**config.mk**
```make
export PLATFORM = sky130hd
export DESIGN_NAME = pp_frame_encoder
export DESIGN_NICKNAME = d
export VERILOG_FILES = /design/src/rtl/ppenc_pkg.sv /design/src/rtl/ppenc_tick_timer.sv /design/src/rtl/ppenc_bit_seq.sv /design/src/rtl/pp_frame_encoder.sv
export SDC_FILE = /design/constraint.sdc
export NUM_CORES = 1
export LEC_CHECK = 0
export BUFFER_PORTS_ARGS = -buffer_cell sky130_fd_sc_hd__buf_4
export CAP_MARGIN = 20
export CELL_PAD_IN_SITES_DETAIL_PLACEMENT = 1
export CELL_PAD_IN_SITES_GLOBAL_PLACEMENT = 2
export CORE_ASPECT_RATIO = 1.75
export CORE_MARGIN = 2
export CORE_UTILIZATION = 34
export DETAILED_ROUTE_END_ITERATION = 10
export PLACE_DENSITY_LB_ADDON = 0.05
export SYNTH_ARGS = -nofsm -noshare
export SYNTH_HDL_FRONTEND = slang
export SYNTH_HIERARCHICAL = 1
export SYNTH_SLANG_ARGS = --single-unit
```
**constraint.sdc**
```tcl
create_clock -name clk -period 3.05 [get_ports clk]
set_clock_uncertainty 0.2 [all_clocks]
set_input_delay 0.1525 -clock clk [delete_from_list [all_inputs] [get_ports clk]]
set_output_delay 0.1525 -clock clk [all_outputs]
set_load 0.1 [all_outputs]
```
**src/rtl/ppenc_pkg.sv**
```systemverilog
package ppenc_pkg;

   typedef enum logic [1:0] {
      PH_IDLE = 2'd0,
      PH_GAP  = 2'd1,
      PH_MARK = 2'd2,
      PH_TAIL = 2'd3
   } phase_e;

   function automatic int unsigned bits_for(input int unsigned v);
      return (v < 2) ? 1 : $clog2(v + 1);
   endfunction

endpackage

```
**src/rtl/ppenc_tick_timer.sv**
```systemverilog
module ppenc_tick_timer #(
   parameter int CNT_W = 8
) (
   input  logic             clk,
   input  logic             rst_n,
   input  logic             tick_en,
   input  logic             load,
   input  logic [CNT_W-1:0] load_val,
   output logic             expire
);

   logic [CNT_W-1:0] left_q;

   always_ff @(posedge clk) begin
      if (!rst_n)
         left_q <= '0;
      else if (load)
         left_q <= load_val;
      else if (tick_en && left_q != '0)
         left_q <= left_q - 1'b1;
   end

   assign expire = tick_en && (left_q == CNT_W'(1));

endmodule

```
**src/rtl/ppenc_bit_seq.sv**
```systemverilog
module ppenc_bit_seq #(
   parameter int MAX_BITS = 16,
   parameter int LEN_W    = 5
) (
   input  logic                clk,
   input  logic                rst_n,
   input  logic                load,
   input  logic [MAX_BITS-1:0] data_in,
   input  logic [LEN_W-1:0]    len_in,
   input  logic                advance,
   output logic                cur_bit,
   output logic                last_bit,
   output logic                len_zero
);

   localparam int LEN_TOP = (1 << LEN_W) - 1;

   logic [LEN_W-1:0]    len_eff;
   logic [MAX_BITS-1:0] shift_q;
   logic [LEN_W-1:0]    left_q;

   generate
      if (LEN_TOP > MAX_BITS) begin : g_clamp
         assign len_eff = (len_in > LEN_W'(MAX_BITS)) ? LEN_W'(MAX_BITS) : len_in;
      end else begin : g_pass
         assign len_eff = len_in;
      end
   endgenerate

   always_ff @(posedge clk) begin
      if (!rst_n) begin
         shift_q <= '0;
         left_q  <= '0;
      end else if (load) begin
         shift_q <= data_in;
         left_q  <= len_eff;
      end else if (advance) begin
         shift_q <= shift_q >> 1;
         left_q  <= left_q - 1'b1;
      end
   end

   assign cur_bit  = shift_q[0];
   assign last_bit = (left_q == LEN_W'(1));
   assign len_zero = (len_in == '0);

   // the captured bit count never exceeds the frame limit
   assert_len_clamp_R10: assert property (@(posedge clk) disable iff (!rst_n)
      load |=> (left_q <= LEN_W'(MAX_BITS)));

endmodule

```
**src/rtl/pp_frame_encoder.sv**
```systemverilog
module pp_frame_encoder
   import ppenc_pkg::*;
#(
   parameter int MAX_BITS    = 16,
   parameter int PAUSE_TICKS = 30,
   parameter int ZERO_TICKS  = 90,
   parameter int ONE_TICKS   = 150
) (
   input  logic                               clk,
   input  logic                               rst_n,
   input  logic                               tick_en,
   input  logic                               start,
   input  logic [MAX_BITS-1:0]                frame_data,
   input  logic [$clog2(MAX_BITS+1)-1:0]      frame_len,
   output logic                               carrier_en,
   output logic                               busy,
   output logic                               done,
   output logic                               timer_restart
);

   localparam int LEN_W     = $clog2(MAX_BITS + 1);
   localparam int CNT_W     = bits_for(ONE_TICKS);
   localparam int ONE_MARK  = ONE_TICKS - PAUSE_TICKS;
   localparam int ZERO_MARK = ZERO_TICKS - PAUSE_TICKS;

   generate
      if (MAX_BITS < 1) begin : g_bad_bits
         $error("MAX_BITS must be at least 1");
      end
      if (PAUSE_TICKS < 1) begin : g_bad_pause
         $error("PAUSE_TICKS must be at least 1");
      end
      if (ZERO_TICKS <= PAUSE_TICKS) begin : g_bad_zero
         $error("ZERO_TICKS must exceed PAUSE_TICKS");
      end
      if (ONE_TICKS <= ZERO_TICKS) begin : g_bad_one
         $error("ONE_TICKS must exceed ZERO_TICKS");
      end
   endgenerate

   phase_e           ph_q, ph_d;
   logic             tmr_load;
   logic [CNT_W-1:0] tmr_val;
   logic             seq_load, seq_adv, fin;
   logic             expire, cur_bit, last_bit, len_zero;
   logic             done_q;

   ppenc_tick_timer #(.CNT_W(CNT_W)) u_timer (
      .clk      (clk),
      .rst_n    (rst_n),
      .tick_en  (tick_en),
      .load     (tmr_load),
      .load_val (tmr_val),
      .expire   (expire)
   );

   ppenc_bit_seq #(.MAX_BITS(MAX_BITS), .LEN_W(LEN_W)) u_seq (
      .clk      (clk),
      .rst_n    (rst_n),
      .load     (seq_load),
      .data_in  (frame_data),
      .len_in   (frame_len),
      .advance  (seq_adv),
      .cur_bit  (cur_bit),
      .last_bit (last_bit),
      .len_zero (len_zero)
   );

   always_comb begin
      ph_d     = ph_q;
      tmr_load = 1'b0;
      tmr_val  = CNT_W'(PAUSE_TICKS);
      seq_load = 1'b0;
      seq_adv  = 1'b0;
      fin      = 1'b0;
      unique case (ph_q)
         PH_IDLE: if (start) begin
            seq_load = 1'b1;
            tmr_load = 1'b1;
            ph_d     = len_zero ? PH_TAIL : PH_GAP;
         end
         PH_GAP: if (expire) begin
            tmr_load = 1'b1;
            tmr_val  = cur_bit ? CNT_W'(ONE_MARK) : CNT_W'(ZERO_MARK);
            ph_d     = PH_MARK;
         end
         PH_MARK: if (expire) begin
            seq_adv  = 1'b1;
            tmr_load = 1'b1;
            ph_d     = last_bit ? PH_TAIL : PH_GAP;
         end
         PH_TAIL: if (expire) begin
            fin  = 1'b1;
            ph_d = PH_IDLE;
         end
         default: ph_d = PH_IDLE;
      endcase
   end

   always_ff @(posedge clk) begin
      if (!rst_n) begin
         ph_q   <= PH_IDLE;
         done_q <= 1'b0;
      end else begin
         ph_q   <= ph_d;
         done_q <= fin;
      end
   end

   assign carrier_en    = (ph_q == PH_IDLE) || (ph_q == PH_MARK);
   assign busy          = (ph_q != PH_IDLE);
   assign done          = done_q;
   assign timer_restart = done_q;

   // Checking counter: ticks seen in the current phase, independent of the timer
   logic [CNT_W-1:0] chk_ticks;
   always_ff @(posedge clk) begin
      if (!rst_n)
         chk_ticks <= '0;
      else if (ph_d != ph_q)
         chk_ticks <= '0;
      else if (tick_en && ph_q != PH_IDLE)
         chk_ticks <= chk_ticks + 1'b1;
   end

   assert_gap_len_R4: assert property (@(posedge clk) disable iff (!rst_n)
      (ph_q == PH_GAP && expire) |-> (chk_ticks == CNT_W'(PAUSE_TICKS - 1)));

   assert_mark_len_R5: assert property (@(posedge clk) disable iff (!rst_n)
      (ph_q == PH_MARK && expire) |->
         (chk_ticks == (cur_bit ? CNT_W'(ONE_MARK - 1) : CNT_W'(ZERO_MARK - 1))));

   assert_tail_len_R6: assert property (@(posedge clk) disable iff (!rst_n)
      (ph_q == PH_TAIL && expire) |-> (chk_ticks == CNT_W'(PAUSE_TICKS - 1)));

   assert_done_single_R7: assert property (@(posedge clk) disable iff (!rst_n)
      done |=> !done);

   assert_done_idle_R7: assert property (@(posedge clk) disable iff (!rst_n)
      done |-> (!busy && carrier_en));

   assert_start_ignored_R8: assert property (@(posedge clk) disable iff (!rst_n)
      (busy && start && !expire) |=> (ph_q == $past(ph_q)));

   assert_zero_len_R9: assert property (@(posedge clk) disable iff (!rst_n)
      (!busy && start && frame_len == '0) |=> (ph_q == PH_TAIL));

endmodule

```
==> flow_summary.yaml <==
status:
  outcome: "completed"
place:
  postPlaceCellArea_sq_um: 2210
  io_buffers: 28
  dp_hpwl_um: 3560
  pre_cts_slack_ps: 329
  gp_congestion: 0.746
layout:
  final_nets: 296
  diodes: 0
  drive_gt1_share_pct: 19.7
  post-route-cell-area_sq_um: 2490
  syn2layout_area_growth_pct: 29.9
clocking:
  cts_max_level: 2
  ctsLongestPathBuffers: 2
  cts_root_buffer: "clkbuf_8"
  numCtsBuffers: 5
  numClockSinks: 32
  cts.clk_slew.worst_paths_ps: 60
  cts_tree: "built"
  clk_latency_ps: 280
  post_cts_buffers: 0
  ctsHoldBuffers: 19
  ctsResizeCount: 0
power_and_ir_drop:
  p_leak_nw: 1.15
  ir_drop_v: 0.000316
  powerDensity_nw_per_um2: 792
floorplan:
  row_count: 36
  initial_utilization_pct: 34.9
  core-area_sq_um: 5500
  dieArea_sq_um: 6290
  die_h_um: 103
  die_w_um: 60.8
  io-pin-count: 29
logic_synthesis:
  ys_warn_count: 6
  synth_top_area_share_pct: 33.4
  async_flop_share_pct: 0
  ys_ff_latch: 32
  synth_edf_count: 0
  yosysTopAreaCell: "dfxtp_1"
  synth_top_flop_cell: "dfxtp_1"
  synthCells: 211
  ys_seq_area_share_pct: 33.4
  synth_area_leaders: "dfxtp_1 (33%), o211a_1 (8.9%), mux2i_1 (8.3%)"
  syn_area_sq_um: 1920
  yosys.cell_types.count: 51
  syn_area_per_cell_sq_um: 9.10
sta:
  fmax_mhz: 371
  fin_crit_sh_pct: 88.3
  setup_viol: 0
  fin_setup_tns_ps: 0
  hold_viol_final: 0
  maxSlewViolCount: 0
  worst_slack_ps: 358
  rsz0062_at_grt: "false"
  slew_headroom_pct: 61.3
  fin_crit_ps: 2690
  tightest_slew_ps: 580
drt:
  num_vias: 1671
  firstDrtPassIters: 4
  post-route-drc-count: 0
  dr.first_iter.drc_count: 55
  wirelength_um: 4730
  via_per_inst: 4.99
  routedWlPerCell_um: 14.1
  drtAntennaViolNets: 0
grt:
  grtUsageMet1_pct: 16.0
  antenna_found_initial: 0
  grt_most_used_layer: "met2"
  use_met3_pct: 2.61
  grt_use_met2_pct: 33.9
  grt_pass1_wl_um: 7910
  globalRoute.totalOverflow: 0
  grt_usage_pct: 16.8
  grt_start_max_net_pins: 36
  first_global_vias: 1812
setup_path:
  required_ps: 3050
  path_class: "reg2reg"
  path_cells: "or2_1 > or3_4 > nor4_1 > a21oi_1 > nor2_1 > inv_1 > and4_1 > nor3_1"
  start_kind: "flip-flop"
  reg2reg_slack_ps: 360
  cp-end-kind: "flip-flop"
  slowest_delay_ps: 410
  slowest_stage: "nor4_1"
  cp_max_fo: 11
  arrival_ps: 2700
flow_run:
  maxCapViolCount: 0
hold_path:
  hp-class: "in2reg"
## cells in the mapped netlist, types with 3 or more instances
cell and instances:
mux2i_1 16, nand2_1 19, o211a_1 17, o31ai_1 3, a31oi_1 3, dfxtp_1 32
clkbuf_1 5, a21oi_1 8, buf_2 3, nand3_1 4, xnor2_1 4, nor2b_1 3
and2_1 3, o21ai_0 7, ha_1 12, buf_4 4, nor2_1 7, nor3_1 4
a211oi_1 4, inv_1 14
## placed cells by master (no fill, tap or decap), drive strengths merged, types with 3 or more instances in the layout
cell and instances:
nor3 5, buf 33, dlygate4sd3 19, xnor2 4
a21oi 8, conb 4, nand3 4, nor2 7
and2 4, a211oi 4, mux2i 16, or4 3
a31oi 4, o211a 17, o31ai 3, ha 12
dfxtp 32, nand2 20, o21ai 8, nor2b 3
clkbuf 7, inv 14
## where the power goes
part	switching (mW)	total (mW)	internal [mW]
combinational	0.566	0.957	0.392
sequential	0.122	0.666	0.544
clock	0.152	0.353	0.201
total	0.840	1.98	1.14
## layer usage
metal	wire length [um]	vias up
met2	2800	18
met1	1760	804
met5	0	-
li1	-	844
met4	76	0
met3	88	5
## cell type report
type | count | area, sq um
clock buffer | 7 | 96.3
fill | 677 | 3000
inverter | 14 | 52.6
multi-input combinational | 154 | 1160
sequential | 32 | 641
tap | 76 | 95.1
timing repair buffer | 52 | 450
## metrics by stage
step / total power, mW / util, % / std cells / hold WS [ps]
3_5_place_dp: 1.62 / 40.2 / 309 / 180
4_1_cts: 2.01 / 45.4 / 335 / 9.81
3_3_place_gp: 1.58 / 40.2 / 309 / 174
2_1_floorplan: 1.38 / - / 213 / 78.1
5_1_grt: 2.13 / 45.4 / 335 / 22.4
6_report: 1.98 / 45.4 / 335 / 15.4
## kinds of logic after synthesis
| family | after synthesis | share of synthesized area, % |
|---|---|---|
| simple gates | 61 | 18.0 |
| compound gates | 56 | 23.1 |
| flops | 32 | 33.4 |
| buf+inv | 27 | 6.65 |
| mux | 16 | 8.34 |
| fa+ha+maj | 12 | 7.82 |
| xor+xnor | 5 | 2.28 |
| other cells | 2 | 0.391 |
## sequential cells by signal, summed over array words and instances (netlist names)
name            cells
u_seq/left_q        5
ph_q                2
u_seq/shift_q      16
u_timer/left_q      8
done                1
## path summary, 6_finish.rpt
kind	depth (start not counted)	endpoint	startpoint
min	3	u_seq/left_q[2]	frame_len[4]
max	8	u_timer/left_q[3]	u_timer/left_q[2]
max reg2reg	8	u_timer/left_q[3]	u_timer/left_q[2]
min reg2reg	2	u_seq/left_q[4]	u_seq/left_q[4]
## worst max-delay path: cells and delay by family, from the launching register on
kind / cells / cell delay (ps)
AO/OA/AOI/OAI: 1 / 140
buffers and inverters: 1 / 250
flip-flops: 1 / 350
AND/OR/NAND/NOR: 6 / 1700
Power figures use the tool's default switching activity.
